<file path="config.mk">
export PLATFORM = sky130hd
export DESIGN_NAME = sqdither_gen
export DESIGN_NICKNAME = d
export VERILOG_FILES = /design/src/rtl/sqd_pkg.sv /design/src/rtl/sqd_phase_acc.sv /design/src/rtl/sqd_tick_ctr.sv /design/src/rtl/sqd_lfsr.sv /design/src/rtl/sqdither_gen.sv
export SDC_FILE = /design/constraint.sdc
export NUM_CORES = 1
export LEC_CHECK = 0
export BUFFER_PORTS_ARGS = -buffer_cell sky130_fd_sc_hd__buf_2
export CAP_MARGIN = 10
export CORE_UTILIZATION = 35
export DETAILED_ROUTE_END_ITERATION = 8
export GPL_TIMING_DRIVEN = 1
export SLEW_MARGIN = 30
export SYNTH_ARGS = -nofsm -noshare
export SYNTH_HDL_FRONTEND = slang
export SYNTH_HIERARCHICAL = 1
export SYNTH_SLANG_ARGS = --single-unit
</file>
<file path="constraint.sdc">
create_clock -name clk -period 7.3 [get_ports clk]
set_input_delay 0.365 -clock clk [delete_from_list [all_inputs] [get_ports clk]]
set_output_delay 0.365 -clock clk [all_outputs]
set_load 0.03 [all_outputs]
</file>
<file path="src/rtl/sqd_pkg.sv">
// Package: shared types and constants for the dithered square generator.
// Assumes a DAC word three bits wider than the random value.
package sqd_pkg;

    // Which kind of clock tick is being processed
    typedef enum logic [1:0] {
        MARK_LEVEL = 2'd0,
        MARK_RISE  = 2'd1,
        MARK_FALL  = 2'd2
    } mark_e;

    localparam logic [2:0] PREFIX_UPPER = 3'b101;
    localparam logic [2:0] PREFIX_LOWER = 3'b010;

endpackage

</file>
<file path="src/rtl/sqd_phase_acc.sv">
// Phase accumulator: adds the tuning word on each enabled clock.
// Presents the combinational carry of the pending add so that a
// neighbour can clear on the same edge. Holds while disabled.
module sqd_phase_acc #(
    parameter int ACC_W = 32
) (
    input  logic             clk,
    input  logic             rst_n,
    input  logic             en,
    input  logic [ACC_W-1:0] ftw,
    output logic [ACC_W-1:0] phase_q,
    output logic             wrap
);

    logic [ACC_W:0] sum;

    // Pending sum including carry out of the top bit
    always_comb begin
        sum  = {1'b0, phase_q} + {1'b0, ftw};
        wrap = en & sum[ACC_W];
    end

    // Phase register update
    always_ff @(posedge clk) begin
        if (!rst_n)
            phase_q <= '0;
        else if (en)
            phase_q <= sum[ACC_W-1:0];
    end

    AST_PHASE_HOLD: assert property (@(posedge clk) disable iff (!rst_n)
        !en |=> $stable(phase_q));

endmodule

</file>
<file path="src/rtl/sqd_tick_ctr.sv">
// Tick counter: counts enabled clocks since the last accumulator wrap.
// Assumes clr is valid only together with en.
module sqd_tick_ctr #(
    parameter int TICK_W = 16
) (
    input  logic              clk,
    input  logic              rst_n,
    input  logic              en,
    input  logic              clr,
    output logic [TICK_W-1:0] tick_q
);

    // Clear on wrap, otherwise step
    always_ff @(posedge clk) begin
        if (!rst_n)
            tick_q <= '0;
        else if (en)
            tick_q <= clr ? '0 : tick_q + TICK_W'(1);
    end

    AST_TICK_CLEAR: assert property (@(posedge clk) disable iff (!rst_n)
        (en && clr) |=> (tick_q == '0));
    AST_TICK_STEP: assert property (@(posedge clk) disable iff (!rst_n)
        (en && !clr) |=> (tick_q == $past(tick_q) + TICK_W'(1)));
    AST_TICK_HOLD: assert property (@(posedge clk) disable iff (!rst_n)
        !en |=> $stable(tick_q));

endmodule

</file>
<file path="src/rtl/sqd_lfsr.sv">
// Fibonacci shift register that steps every clock.
// TAP_HI and TAP_LO are the bit indices XORed into the new LSB.
// The seed must be nonzero; with a maximal polynomial the zero state
// is unreachable.
module sqd_lfsr #(
    parameter int          W      = 11,
    parameter int          TAP_HI = 10,
    parameter int          TAP_LO = 8,
    parameter logic [W-1:0] SEED  = 1
) (
    input  logic         clk,
    input  logic         rst_n,
    output logic [W-1:0] rnd_q
);

    logic fb;

    // Feedback bit from the two taps
    always_comb fb = rnd_q[TAP_HI] ^ rnd_q[TAP_LO];

    // Shift left, insert feedback
    always_ff @(posedge clk) begin
        if (!rst_n)
            rnd_q <= SEED;
        else
            rnd_q <= {rnd_q[W-2:0], fb};
    end

    AST_RND_NONZERO: assert property (@(posedge clk) disable iff (!rst_n)
        rnd_q != '0);

endmodule

</file>
<file path="src/rtl/sqdither_gen.sv">
// Dithered-edge square synthesizer top. It classifies each tick as
// level, rising mark or falling mark. At a mark it drives a random
// mid-level code; elsewhere it drives a full-scale rail. The output
// is registered. Assumes DAC_W = random width + 3.
module sqdither_gen #(
    parameter int ACC_W  = 32,
    parameter int TICK_W = 16,
    parameter int DAC_W  = 14
) (
    input  logic              clk,
    input  logic              rst_n,
    input  logic              en,
    input  logic [ACC_W-1:0]  ftw,
    input  logic [TICK_W-1:0] rise_tick,
    input  logic [TICK_W-1:0] fall_tick,
    output logic [DAC_W-1:0]  dac_code
);
    import sqd_pkg::*;

    localparam int RND_W = DAC_W - 3;

    logic [ACC_W-1:0]  phase_q;
    logic              wrap;
    logic [TICK_W-1:0] tick_q;
    logic [RND_W-1:0]  rnd_q;
    logic              raw_sq;
    mark_e             mark;
    logic [DAC_W-1:0]  dac_next;

    sqd_phase_acc #(.ACC_W(ACC_W)) u_acc (
        .clk(clk), .rst_n(rst_n), .en(en), .ftw(ftw),
        .phase_q(phase_q), .wrap(wrap)
    );

    sqd_tick_ctr #(.TICK_W(TICK_W)) u_tick (
        .clk(clk), .rst_n(rst_n), .en(en), .clr(wrap), .tick_q(tick_q)
    );

    sqd_lfsr #(.W(RND_W), .TAP_HI(RND_W-1), .TAP_LO(RND_W-3),
               .SEED(RND_W'(1))) u_rnd (
        .clk(clk), .rst_n(rst_n), .rnd_q(rnd_q)
    );

    // Raw square is the phase MSB
    always_comb raw_sq = phase_q[ACC_W-1];

    // Tick classification, rising mark first
    always_comb begin
        if (tick_q == rise_tick)
            mark = MARK_RISE;
        else if (tick_q == fall_tick)
            mark = MARK_FALL;
        else
            mark = MARK_LEVEL;
    end

    // Output code selection
    always_comb begin
        unique case (mark)
            MARK_RISE: dac_next = raw_sq ? {PREFIX_UPPER, rnd_q}
                                         : {PREFIX_LOWER, rnd_q};
            MARK_FALL: dac_next = raw_sq ? {PREFIX_UPPER, rnd_q}
                                         : {PREFIX_LOWER, rnd_q};
            default:   dac_next = raw_sq ? '1 : '0;
        endcase
    end

    // Output register
    always_ff @(posedge clk) begin
        if (!rst_n)
            dac_code <= '0;
        else if (!en)
            dac_code <= '0;
        else
            dac_code <= dac_next;
    end

    AST_DISABLED_ZERO: assert property (@(posedge clk) disable iff (!rst_n)
        !en |=> (dac_code == '0));
    AST_LEVEL_RAIL: assert property (@(posedge clk) disable iff (!rst_n)
        (en && tick_q != rise_tick && tick_q != fall_tick)
        |=> (dac_code == '1 || dac_code == '0));
    AST_MARK_MIDLEVEL: assert property (@(posedge clk) disable iff (!rst_n)
        (en && (tick_q == rise_tick || tick_q == fall_tick))
        |=> (dac_code[DAC_W-1 -: 3] == PREFIX_UPPER ||
             dac_code[DAC_W-1 -: 3] == PREFIX_LOWER));
    AST_COINCIDE_RISE: assert property (@(posedge clk) disable iff (!rst_n)
        (en && rise_tick == fall_tick && tick_q == rise_tick && !raw_sq)
        |=> (dac_code[DAC_W-1 -: 3] == PREFIX_LOWER));

endmodule

</file>
==> results.sh <==
export IMPL_status="finished, final reports clean"
export IMPL_final_layout_size_suffix_gt1_share_pct=18.2
export IMPL_cp_max_fo=8
export IMPL_fp_coreArea_um2=12800
export IMPL_grt_max_degree=37
export IMPL_antenna_found_initial=0
export IMPL_drt_total_wl_um=11300
export IMPL_avgRoutedWirePerCell_um=14.3
export IMPL_synth_ff_type="dfxtp_1"
export IMPL_vias=4183
export IMPL_power_leakage_nw=2.34
export IMPL_place_ws_ps=4220
export IMPL_slew_violations=0
export IMPL_cts_tree="yes"
export IMPL_ys_ff_latch=72
export IMPL_min_path_type="primary input to flop"
export IMPL_grt_pass1_wl_um=19400
export IMPL_syn_area_um2=4660
export IMPL_root_buffer="clkbuf_16"
export IMPL_syn_mean_instance_area_um2=8.58
export IMPL_clkTransAtPathRegs_ps=60
export IMPL_synth_seq_area_share_pct=30.9
export IMPL_synth_net_count=644
export IMPL_fmax_ghz=0.345
export IMPL_drtPass1Iterations=4
export IMPL_die_area_um2=13800
export IMPL_antenna_left=0
export IMPL_rsz0062_at_grt="false"
export IMPL_p_per_area_nw_per_um2=237
export IMPL_peakVddDrop_v=0.000105
export IMPL_die_w_um=117
export IMPL_grt_overflow_total=0
export IMPL_cts_buffers=9
export IMPL_max_cap_violations=0
export IMPL_ys_async_sr_fraction_pct=0
export IMPL_postCtsSetupBuffers=0
export IMPL_drt_initial_drc_count=192
export IMPL_tightest_slew_ps=798
export IMPL_crit_start="u_acc/phase_q[0]$_SDFFE_PN0P_"
export IMPL_tns_ps=0
export IMPL_clk_latency_ps=340
export IMPL_clock_path_buffers=2
export IMPL_cts_htree_levels=3
export IMPL_fin_area_um2=5470
export IMPL_start_util_pct=36.5
export IMPL_drc_errors=0
export IMPL_mostFrequentLayoutCells="buf_2 (80), dfxtp_1 (72), xnor2_1 (49)"
export IMPL_die_h_um=117
export IMPL_grt_use_total_pct=17.3
export IMPL_min_period_over_period_pct=39.7
export IMPL_r2r_start="u_acc/phase_q[0]$_SDFFE_PN0P_"
export IMPL_period_minus_slack_ps=2900
export IMPL_cts_resized=0
export IMPL_crit_arrival_ps=3170
export IMPL_placed_area_um2=5160
export IMPL_final_common_cell="buf_2"
export IMPL_r2r_slack_ps=4400
export IMPL_finalSetupViolations=0
export IMPL_hold_buffers=0
export IMPL_fin_util_pct=42.8
export IMPL_crit_type="flop to flop"
export IMPL_finClkSkew_ps=4.83
export IMPL_fillers=1300
export IMPL_crit_path_end_kind="flop"
export IMPL_hold_viol_final=0
export IMPL_diodes=0
export IMPL_io_pins=81
export IMPL_yosys_warnings=6
export IMPL_io_buffer_count=80
export IMPL_synthToLayoutAreaGrowth_pct=17.3
export IMPL_relSlewSlack_pct=46.8
export IMPL_nets=717
export IMPL_endpoint="u_tick/tick_q[14]$_SDFFE_PN0P_"
export IMPL_startpoint_type="flop"
export IMPL_reg2regPathDepth=12
export IMPL_cts_sinks=72
export IMPL_place_hpwl_um=8690
export IMPL_ys_types=68
export IMPL_r2r_end="u_tick/tick_q[14]$_SDFFE_PN0P_"
export IMPL_setup_slack_ps=4400
export IMPL_rows=41
export IMPL_synth_edf_count=0
export IMPL_synthCells=543
export IMPL_routabilityCongestion=0.902
export IMPL_cp_required_ps=7570
export IMPL_drt_vias_per_instance=5.27
export IMPL_grt_pass1_vias=4116
## stage by stage
step,hold slack (ps),power [mW],std cells
detailed placement,442,0.852,777
finish,378,1.29,793
floorplan,419,0.762,543
global route,411,1.38,793
CTS,376,1.31,793
global placement,438,0.844,777
## power by group
| part | internal [mW] | switching [mW] |
|---|---|---|
| Clock | 0.268 | 0.180 |
| Sequential | 0.429 | 0.0203 |
| Combinational | 0.169 | 0.228 |
| Total | 0.866 | 0.429 |
## cells in the mapped netlist (all sizes together) (9+ instances only)
cell,number,area share [%]
and2,15,2.1
buf,9,1.4
nand2,47,3.8
nand4,21,3.0
clkbuf,9,1.0
ha,33,8.9
a21oi,39,4.3
dfxtp,72,31
mux2i,17,3.7
o21ai,30,3.2
a21o,22,3.6
xnor2,49,9.2
inv,16,1.3
xor2,9,1.7
nor2,37,3.0
nand3,17,1.8
## layer usage
| metal | wire length [µm] | vias up | share of wire (%) | GRT usage [%] |
|---|---|---|---|---|
| met4 | 238 | 0 | 2.1 | 6.82 |
| met3 | 598 | 18 | 5.3 | 4.09 |
| met5 | 0 | - | 0 | 0 |
| li1 | - | 2131 | - | - |
| met1 | 5240 | 1933 | 46 | 21.4 |
| met2 | 5270 | 101 | 46 | 28.8 |
## worst min path at each step
| stage | slack [ps] | depth (start not counted) | end | from |
|---|---|---|---|---|
| after floorplan | 420 | 1 | dac_code[0]$_SDFF_PN0_ | u_rnd/rnd_q[0]$_SDFF_PN1_ |
| after global placement | 440 | 1 | dac_code[9]$_SDFF_PN0_ | u_rnd/rnd_q[9]$_SDFF_PN0_ |
| after detailed placement | 440 | 1 | dac_code[1]$_SDFF_PN0_ | u_rnd/rnd_q[1]$_SDFF_PN0_ |
| after CTS | 380 | 2 | u_rnd/rnd_q[0]$_SDFF_PN1_ | rst_n |
| after global routing | 410 | 2 | u_rnd/rnd_q[0]$_SDFF_PN1_ | rst_n |
| final | 380 | 2 | u_rnd/rnd_q[0]$_SDFF_PN1_ | rst_n |
## registers in the layout (all words and copies together) (netlist names)
register,flops
dac_code,13
u_rnd/rnd_q,11
u_acc/phase_q,32
u_tick/tick_q,16
## cell type report
type / instances / area (µm²) / share of cell area, %
multi-input cells: 436 / 3040 / 55.6
flip-flops and latches: 72 / 1440 / 26.4
repair buffers: 81 / 408 / 7.46
clock buffers: 9 / 225 / 4.12
well taps: 172 / 215 / 3.94
clock inverters: 7 / 77.6 / 1.42
inverters: 16 / 60.1 / 1.10
## worst max-delay path, cell delays in order, from the launching register on
cell       delay, ps
dfxtp_1          310
ha_1             200
fa_1             410
a21o_1           230
a31oi_1          240
a211oi_2         130
o2111ai_1        220
nand3_1          140
nand4_1          130
a21oi_1          110
a21boi_1         460
nand2_1          110
mux2i_1          140
## cell families (layout without fill, tap and decap cells)
logic type,Yosys count,count (layout),share of synthesized area (%)
compound gates,148,148,21.4
xor+xnor,58,58,10.9
fa+ha+maj,34,34,9.29
simple gates,179,179,19.9
flops,72,72,30.9
buf+inv,35,113,3.95
mux,17,17,3.65
No activity file was read; power rests on OpenSTA's default activity.
